$ cat config.mk
export PLATFORM = sky130hd
export DESIGN_NAME = hpte_group_matcher
export DESIGN_NICKNAME = d
export VERILOG_FILES = /design/src/rtl/hptm_pkg.sv /design/src/rtl/hptm_cmpword.sv /design/src/rtl/hptm_entry_match.sv /design/src/rtl/hptm_scan_ctrl.sv /design/src/rtl/hpte_group_matcher.sv
export SDC_FILE = /design/constraint.sdc
export NUM_CORES = 1
export LEC_CHECK = 0
export BUFFER_PORTS_ARGS = -buffer_cell sky130_fd_sc_hd__buf_2
export CAP_MARGIN = 0
export CORE_MARGIN = 3
export CORE_UTILIZATION = 48
export DETAILED_ROUTE_END_ITERATION = 6
export PLACE_DENSITY = 0.78
export SETUP_SLACK_MARGIN = 0.5
export SLEW_MARGIN = 40
export SYNTH_ARGS = -nofsm -noshare
export SYNTH_HDL_FRONTEND = slang
export SYNTH_SLANG_ARGS = --single-unit
$ cat constraint.sdc
create_clock -name clk -period 2.9 [get_ports clk]
set_clock_uncertainty 0.1 [all_clocks]
set_input_delay 0 -clock clk [delete_from_list [all_inputs] [get_ports clk]]
set_output_delay 0 -clock clk [all_outputs]
set_load 0.005 [all_outputs]
$ cat src/rtl/hptm_pkg.sv
package hptm_pkg;

  localparam int DW_W        = 64;
  localparam int FLAG_W      = 7;   // low flag bits excluded from the compare
  localparam int VPN_PRE     = 12;  // the page number arrives pre-shifted by this
  localparam int AVA_DROP    = 23;  // virtual-address bits omitted from the compare field
  localparam int SSZ_POS     = 62;  // segment size in the normalized first doubleword
  localparam int NEW_SSZ_POS = 58;  // segment size in the newer second doubleword
  localparam int NEW_KEEP_W  = 52;  // first-doubleword bits kept by the newer layout
  localparam int B_VALID     = 0;
  localparam int B_SEC       = 1;
  localparam int B_LARGE     = 2;

  typedef enum logic [1:0] {SC_IDLE, SC_SCAN, SC_DONE} scan_st_e;

  function automatic int unsigned psize_shift(input int unsigned idx);
    case (idx)
      0:       return 12;
      1:       return 16;
      2:       return 24;
      default: return 34;
    endcase
  endfunction

  function automatic logic [DW_W-1:0] ava_mask(input int unsigned idx);
    int unsigned s;
    s = psize_shift(idx);
    if (s > AVA_DROP) return (DW_W'(1) << (s - AVA_DROP)) - DW_W'(1);
    return '0;
  endfunction

  function automatic logic seg_reserved(input logic [1:0] code);
    return code[1];
  endfunction

endpackage

$ cat src/rtl/hptm_cmpword.sv
module hptm_cmpword
  import hptm_pkg::*;
#(
  parameter int PSZ_W = 2
) (
  input  logic [DW_W-1:0]  vpn,
  input  logic [PSZ_W-1:0] base_psize,
  input  logic [PSZ_W-1:0] act_psize,
  input  logic [1:0]       ssize,
  output logic [DW_W-1:0]  cmp_word,
  output logic             want_large
);
  localparam int NSZ = 1 << PSZ_W;

  logic [DW_W-1:0] mask_tab [NSZ];
  for (genvar k = 0; k < NSZ; k++) begin : g_mask
    assign mask_tab[k] = ava_mask(k);
  end

  logic [DW_W-1:0] ava;
  logic [DW_W-1:0] ava_m;

  assign ava        = vpn >> (AVA_DROP - VPN_PRE);
  assign ava_m      = ava & ~mask_tab[base_psize];
  assign cmp_word   = (ava_m << FLAG_W) | {ssize, {(DW_W-2){1'b0}}};
  assign want_large = (act_psize != '0);
endmodule

$ cat src/rtl/hptm_entry_match.sv
module hptm_entry_match
  import hptm_pkg::*;
(
  input  logic [DW_W-1:0] dw0,
  input  logic [1:0]      alt_ssize,
  input  logic            new_layout,
  input  logic [DW_W-1:0] cmp_word,
  input  logic            want_large,
  input  logic            want_sec,
  output logic            match
);
  localparam logic [DW_W-1:0] KEEP_MASK = (DW_W'(1) << NEW_KEEP_W) - DW_W'(1);
  localparam logic [DW_W-1:0] FLAG_MASK = (DW_W'(1) << FLAG_W) - DW_W'(1);

  logic [DW_W-1:0] norm;
  logic            avpn_eq;

  always_comb begin
    if (new_layout) norm = (dw0 & KEEP_MASK) | {alt_ssize, {(DW_W-2){1'b0}}};
    else            norm = dw0;
  end

  assign avpn_eq = (((norm ^ cmp_word) & ~FLAG_MASK) == '0);
  assign match   = norm[B_VALID] && (norm[B_SEC] == want_sec) &&
                   (norm[B_LARGE] == want_large) && avpn_eq;
endmodule

$ cat src/rtl/hptm_scan_ctrl.sv
module hptm_scan_ctrl
  import hptm_pkg::*;
#(
  parameter int SLOTS  = 8,
  parameter int SLOT_W = $clog2(SLOTS)
) (
  input  logic              clk,
  input  logic              rst_n,
  input  logic              start,
  input  logic              start_reserved,
  input  logic              slot_match,
  input  logic [DW_W-1:0]   rd_dw1,
  output logic              idle,
  output logic              rd_en,
  output logic [SLOT_W-1:0] rd_slot,
  output logic              res_valid,
  input  logic              res_ready,
  output logic              res_hit,
  output logic              res_err,
  output logic [SLOT_W-1:0] res_slot,
  output logic [DW_W-1:0]   res_dw1
);
  localparam int CNT_W = $clog2(SLOTS + 1);
  localparam logic [SLOT_W-1:0] LAST = SLOT_W'(SLOTS - 1);

  scan_st_e          state;
  logic [CNT_W-1:0]  issue_cnt;
  logic              chk_vld;
  logic [SLOT_W-1:0] chk_slot;

  assign idle      = (state == SC_IDLE);
  assign res_valid = (state == SC_DONE);
  assign rd_en     = (state == SC_SCAN) && (issue_cnt < CNT_W'(SLOTS));
  assign rd_slot   = issue_cnt[SLOT_W-1:0];

  always_ff @(posedge clk or negedge rst_n) begin
    if (!rst_n) begin
      state     <= SC_IDLE;
      issue_cnt <= '0;
      chk_vld   <= 1'b0;
      chk_slot  <= '0;
      res_hit   <= 1'b0;
      res_err   <= 1'b0;
      res_slot  <= '0;
      res_dw1   <= '0;
    end else begin
      case (state)
        SC_IDLE: begin
          if (start) begin
            res_hit   <= 1'b0;
            res_slot  <= '0;
            res_dw1   <= '0;
            issue_cnt <= '0;
            chk_vld   <= 1'b0;
            res_err   <= start_reserved;
            state     <= start_reserved ? SC_DONE : SC_SCAN;
          end
        end
        SC_SCAN: begin
          chk_vld  <= rd_en;
          chk_slot <= rd_slot;
          if (rd_en) issue_cnt <= issue_cnt + CNT_W'(1);
          if (chk_vld && slot_match) begin
            res_hit  <= 1'b1;
            res_slot <= chk_slot;
            res_dw1  <= rd_dw1;
            chk_vld  <= 1'b0;
            state    <= SC_DONE;
          end else if (chk_vld && (chk_slot == LAST)) begin
            chk_vld <= 1'b0;
            state   <= SC_DONE;
          end
        end
        SC_DONE: begin
          if (res_ready) state <= SC_IDLE;
        end
        default: state <= SC_IDLE;
      endcase
    end
  end

  AST_RESULT_HELD: assert property (@(posedge clk) disable iff (!rst_n)
    res_valid && !res_ready |=> res_valid && $stable(res_hit) && $stable(res_err) &&
    $stable(res_slot) && $stable(res_dw1));
  AST_ERR_NOT_HIT: assert property (@(posedge clk) disable iff (!rst_n)
    res_valid && res_err |-> !res_hit);
  AST_SLOT_ASCEND: assert property (@(posedge clk) disable iff (!rst_n)
    rd_en && $past(rd_en) |-> rd_slot == SLOT_W'($past(rd_slot) + 1'b1));
  AST_DONE_QUIET: assert property (@(posedge clk) disable iff (!rst_n)
    res_valid |-> !rd_en);
endmodule

$ cat src/rtl/hpte_group_matcher.sv
module hpte_group_matcher
  import hptm_pkg::*;
#(
  parameter  int GRP_W  = 8,
  parameter  int SLOTS  = 8,
  parameter  int PSZ_W  = 2,
  localparam int SLOT_W = $clog2(SLOTS),
  localparam int ADDR_W = GRP_W + SLOT_W
) (
  input  logic              clk,
  input  logic              rst_n,
  input  logic              req_valid,
  output logic              req_ready,
  input  logic [DW_W-1:0]   req_vpn,
  input  logic [PSZ_W-1:0]  req_base_psize,
  input  logic [PSZ_W-1:0]  req_act_psize,
  input  logic [1:0]        req_ssize,
  input  logic              req_secondary,
  input  logic              req_new_layout,
  input  logic [GRP_W-1:0]  req_group,
  output logic              rd_en,
  output logic [ADDR_W-1:0] rd_addr,
  input  logic [DW_W-1:0]   rd_dw0,
  input  logic [DW_W-1:0]   rd_dw1,
  output logic              res_valid,
  input  logic              res_ready,
  output logic              res_hit,
  output logic              res_err,
  output logic [SLOT_W-1:0] res_slot,
  output logic [DW_W-1:0]   res_dw1
);
  logic [DW_W-1:0]   vpn_q;
  logic [PSZ_W-1:0]  base_q, act_q;
  logic [1:0]        ssz_q;
  logic              sec_q, lay_q;
  logic [GRP_W-1:0]  grp_q;
  logic              idle, req_fire, slot_match, want_large;
  logic [DW_W-1:0]   cmp_word;
  logic [SLOT_W-1:0] rd_slot;

  assign req_ready = idle;
  assign req_fire  = req_valid && req_ready;
  assign rd_addr   = {grp_q, rd_slot};

  always_ff @(posedge clk or negedge rst_n) begin
    if (!rst_n) begin
      vpn_q  <= '0;
      base_q <= '0;
      act_q  <= '0;
      ssz_q  <= '0;
      sec_q  <= 1'b0;
      lay_q  <= 1'b0;
      grp_q  <= '0;
    end else if (req_fire) begin
      vpn_q  <= req_vpn;
      base_q <= req_base_psize;
      act_q  <= req_act_psize;
      ssz_q  <= req_ssize;
      sec_q  <= req_secondary;
      lay_q  <= req_new_layout;
      grp_q  <= req_group;
    end
  end

  hptm_cmpword #(.PSZ_W(PSZ_W)) u_cmp (
    .vpn        (vpn_q),
    .base_psize (base_q),
    .act_psize  (act_q),
    .ssize      (ssz_q),
    .cmp_word   (cmp_word),
    .want_large (want_large)
  );

  hptm_entry_match u_match (
    .dw0        (rd_dw0),
    .alt_ssize  (rd_dw1[NEW_SSZ_POS +: 2]),
    .new_layout (lay_q),
    .cmp_word   (cmp_word),
    .want_large (want_large),
    .want_sec   (sec_q),
    .match      (slot_match)
  );

  hptm_scan_ctrl #(.SLOTS(SLOTS), .SLOT_W(SLOT_W)) u_ctrl (
    .clk            (clk),
    .rst_n          (rst_n),
    .start          (req_fire),
    .start_reserved (seg_reserved(req_ssize)),
    .slot_match     (slot_match),
    .rd_dw1         (rd_dw1),
    .idle           (idle),
    .rd_en          (rd_en),
    .rd_slot        (rd_slot),
    .res_valid      (res_valid),
    .res_ready      (res_ready),
    .res_hit        (res_hit),
    .res_err        (res_err),
    .res_slot       (res_slot),
    .res_dw1        (res_dw1)
  );

  AST_INVALID_NO_MATCH: assert property (@(posedge clk) disable iff (!rst_n)
    !rd_dw0[B_VALID] |-> !slot_match);
  AST_SEC_MISMATCH: assert property (@(posedge clk) disable iff (!rst_n)
    (rd_dw0[B_SEC] != sec_q) |-> !slot_match);
  AST_LARGE_MISMATCH: assert property (@(posedge clk) disable iff (!rst_n)
    (rd_dw0[B_LARGE] != (act_q != '0)) |-> !slot_match);
  AST_BUSY_BLOCKS_REQ: assert property (@(posedge clk) disable iff (!rst_n)
    res_valid |-> !req_ready);
  AST_ERR_NO_READ: assert property (@(posedge clk) disable iff (!rst_n)
    req_fire && seg_reserved(req_ssize) |=> !rd_en && res_valid && res_err);
endmodule

==> impl_metrics.env <==
export IMPL_clockBufferDepth=2
export IMPL_power_clock_fraction=0.307
export IMPL_initial_core_util=0.498
export IMPL_cts_tree="built"
export IMPL_hold_violations=0
export IMPL_critPathKind="register to register"
export IMPL_synth_seq_cells=147
export IMPL_maxCapViolCount=0
export IMPL_worstMarginPinSlew_ns=0.642
export IMPL_syn_avg_cell_area_sq_um=9.23
export IMPL_drtAntennaViolNets=0
export IMPL_cts_sinks=147
export IMPL_p_per_area_nw_per_um2=714
export IMPL_utilization=0.767
export IMPL_synth_top_family_by_area="simple AND/OR/NAND/NOR gates"
export IMPL_die_w_microns=127
export IMPL_slew_violations=0
export IMPL_crit_path_start="base_q[0]$_DFFE_PN0P_"
export IMPL_drt_iter0_drc=547
export IMPL_fmax_mhz=369
export IMPL_required_ns=3.13
export IMPL_numCtsBuffers=17
export IMPL_hold_class="input pin to register"
export IMPL_drt_pass1_iterations=5
export IMPL_comb_power_share=0.301
export IMPL_yosysTopAreaCell="dfrtp_1"
export IMPL_min_period_ns=2.71
export IMPL_synth_simple_area_share=0.205
export IMPL_synth_xor_area_share=0.0524
export IMPL_antenna_found_initial=1
export IMPL_outcome="finished, final reports clean"
export IMPL_slew_limit_headroom=0.572
export IMPL_fin_crit_sh=0.935
export IMPL_rr_startpoint="base_q[0]$_DFFE_PN0P_"
export IMPL_drc=0
export IMPL_design_area_sq_um=10800
export IMPL_synth_top_area_frac=0.524
export IMPL_ys_seq_area_frac=0.524
export IMPL_switching_share=0.335
export IMPL_cts_root_buf="clkbuf_16"
export IMPL_cp_max_fo=13
export IMPL_muxShareOfSynthArea=0.103
export IMPL_syn_inst=761
export IMPL_hold_start="rd_dw0[17]"
export IMPL_critPathLaunchType="register"
export IMPL_totalWireLength_microns=23300
export IMPL_drive_above_1_share=0.291
export IMPL_path_clk_slew_ns=0.06
export IMPL_seq_power_share=0.392
export IMPL_arrival_ns=2.94
export IMPL_nets=1394
export IMPL_grt_pass1_wl_microns=36400
export IMPL_synthAdderAreaFrac=0.00178
export IMPL_placed_area_sq_um=8600
export IMPL_p_sw_mw=2.59
export IMPL_layout_setup_ws_ns=0.190
export IMPL_synthesis_nets=974
export IMPL_die_y_microns=127
export IMPL_rows=43
export IMPL_die_area_sq_um=16100
export IMPL_power_leakage_nw=6.22
export IMPL_p_int_mw=5.13
export IMPL_rrSetupSlack_ns=0.19
export IMPL_synth_compound_area_frac=0.0447
export IMPL_async_flop_share=1.00
export IMPL_synthToLayoutAreaGrowth_pct=54.0
export IMPL_clock_latency_ns=0.42
export IMPL_finalSetupViolCount=0
export IMPL_rsz0062_at_grt="yes"
export IMPL_tns_ns=0
export IMPL_ys_flop_type="dfrtp_1"
export IMPL_h_tree_depth=4
export IMPL_vias=7035
export IMPL_dp_hpwl_microns=13600
export IMPL_grt_pass1_vias=7466
export IMPL_port_buffers=279
export IMPL_core_area_sq_um=14100
export IMPL_synth_area_leaders="dfrtp_1 52%, nand2_1 15%, mux2i_1 9.7%"
export IMPL_num_io_pins=295
export IMPL_grt_max_degree=115
export IMPL_syn_area_sq_um=7020
export IMPL_vias_per_cell=5.12
export IMPL_worstSetupEndpointType="register"
export IMPL_place_congestion=0.879
export IMPL_dpl_worst_slack_ns=0.146
export IMPL_ys_warn_count=0
export IMPL_grt_overflow_total=0
export IMPL_synth_cell_types=48
export IMPL_synth_edf_count=0
export IMPL_wl_per_cell_microns=16.9
export IMPL_track_usage=0.287
export IMPL_peakVddDrop_uv=484
==> cell families (layout without fill, tap and decap cells) <==
group / count (synthesis) / count (layout)
buffers and inverters: 113 / 546
adders and majority gates: 1 / 1
AOI/OAI and AO/OA: 40 / 40
xor gates and xnor gates: 42 / 42
DFF: 147 / 147
and+or+nand+nor: 346 / 346
other: 0 / 1
muxes: 72 / 72
==> layer usage <==
metal / GRT usage / vias to the layer above / share of wire
met5: 0 / - / 0
met4: 0.195 / 0 / 0.070
met3: 0.0611 / 130 / 0.054
met2: 0.487 / 351 / 0.50
met1: 0.324 / 3285 / 0.38
li1: - / 3269 / -
==> sequential cells by signal, summed over array words and instances, names as in the netlist, 2 cells and up <==
| signal | count |
|---|---|
| base_q | 2 |
| u_ctrl.res_slot | 3 |
| u_ctrl.issue_cnt | 4 |
| act_q | 2 |
| vpn_q | 53 |
| u_ctrl.state | 2 |
| u_ctrl.chk_slot | 3 |
| grp_q | 8 |
| u_ctrl.res_dw1 | 64 |
==> layout by cell type (no fill, tap or decap), drive strengths merged, types with 2 or more instances in the layout <==
| master | netlist | routed |
|---|---|---|
| mux2 | 4 | 4 |
| dfrtp | 147 | 147 |
| mux2i | 68 | 68 |
| o21ai | 9 | 9 |
| nor3 | 2 | 2 |
| and2 | 2 | 2 |
| a2111oi | 3 | 3 |
| nand3b | 2 | 2 |
| clkinvlp | 0 | 4 |
| a22o | 3 | 3 |
| buf | 17 | 298 |
| nand2b | 5 | 5 |
| xnor2 | 37 | 37 |
| o22ai | 5 | 5 |
| a211o | 2 | 2 |
| clkinv | 0 | 3 |
| bufinv | 0 | 4 |
| nor4 | 6 | 6 |
| dlygate4sd3 | 0 | 137 |
| nand2 | 283 | 283 |
| o2111ai | 2 | 2 |
| nor2 | 14 | 14 |
| clkbuf | 19 | 22 |
| o32a | 3 | 3 |
| nand4 | 14 | 14 |
| inv | 77 | 78 |
| nor2b | 12 | 12 |
| xor2 | 5 | 5 |
==> critical path: stages, from the launching register on <==
cell and delay (ns):
dfrtp_1 0.41, and2_4 0.20, o32a_1 0.36, a222oi_1 0.38, nand4_1 0.22, or3_4 0.55
clkbuf_16 0.23, mux2i_1 0.17
==> layout make-up <==
class	instances	area, sq um
tap	180	225
sequential	147	3680
clock buffer	20	467
inverter	77	289
fill	923	3290
multi-input combinational	501	2920
clock inverter	12	178
antenna	1	2.50
timing repair buffer	437	3050
==> Yosys cell counts, types with 2 or more instances <==
| cell | instances |
|---|---|
| nand2b_1 | 5 |
| and2_1 | 2 |
| o32a_1 | 3 |
| o22ai_1 | 5 |
| buf_4 | 3 |
| a22o_1 | 3 |
| mux2_2 | 4 |
| nand2_1 | 283 |
| nor4_1 | 6 |
| nor3_1 | 2 |
| nand4_1 | 14 |
| xor2_1 | 5 |
| buf_2 | 5 |
| nor2b_1 | 12 |
| o21ai_0 | 9 |
| o2111ai_1 | 2 |
| clkbuf_1 | 19 |
| buf_1 | 4 |
| mux2i_1 | 68 |
| nor2_1 | 14 |
| dfrtp_1 | 147 |
| a2111oi_0 | 2 |
| nand3b_1 | 2 |
| xnor2_1 | 37 |
| inv_1 | 77 |
| buf_6 | 5 |
| a211o_1 | 2 |
==> final timing paths <==
| check | to | cells past startpoint |
|---|---|---|
| min in group asynchronous | vpn_q[18]$_DFFE_PN0P_ | 4 |
| worst max-delay path | u_ctrl.res_dw1[40]$_DFFE_PN0P_ | 7 |
| worst min-delay path | u_ctrl.state[0]$_DFFE_PN0P_ | 5 |
| max in group asynchronous | u_ctrl.res_dw1[14]$_DFFE_PN0P_ | 4 |
| worst max register to register | u_ctrl.res_dw1[40]$_DFFE_PN0P_ | 7 |
| worst min register to register | grp_q[0]$_DFFE_PN0P_ | 2 |
==> through the flow <==
stage,power [mW],hold WS (ns),instances
2_1_floorplan,4.34,-0.396,761
3_3_place_gp,4.98,-0.197,1193
3_5_place_dp,5.04,-0.193,1193
4_1_cts,7.64,0.0591,1369
5_1_grt,8.17,0.110,1375
6_report,7.72,0.0933,1375
==> power groups by stage <==
| stage | clock network [mW] | registers, mW | logic (mW) |
|---|---|---|---|
| floorplan | 0 | 2.92 | 1.42 |
| global placement | 0 | 3.02 | 1.96 |
| detailed placement | 0 | 3.03 | 2.01 |
| CTS | 2.40 | 3.00 | 2.24 |
| global route | 2.49 | 3.09 | 2.59 |
| finish | 2.37 | 3.03 | 2.32 |
==> what timing repair did <==
| item | in CTS | in global routing |
|---|---|---|
| gates resized for setup | 8 | 4 |
| setup buffers | 5 | 3 |
| endpoints found under the setup margin | 70 | 71 |
| gates cloned | 1 | 2 |
| endpoints found under the hold margin | 284 | 0 |
| pin swaps | 5 | 5 |
| hold buffers | 138 | 0 |
Note: power is estimated with default switching activity, not from simulation.
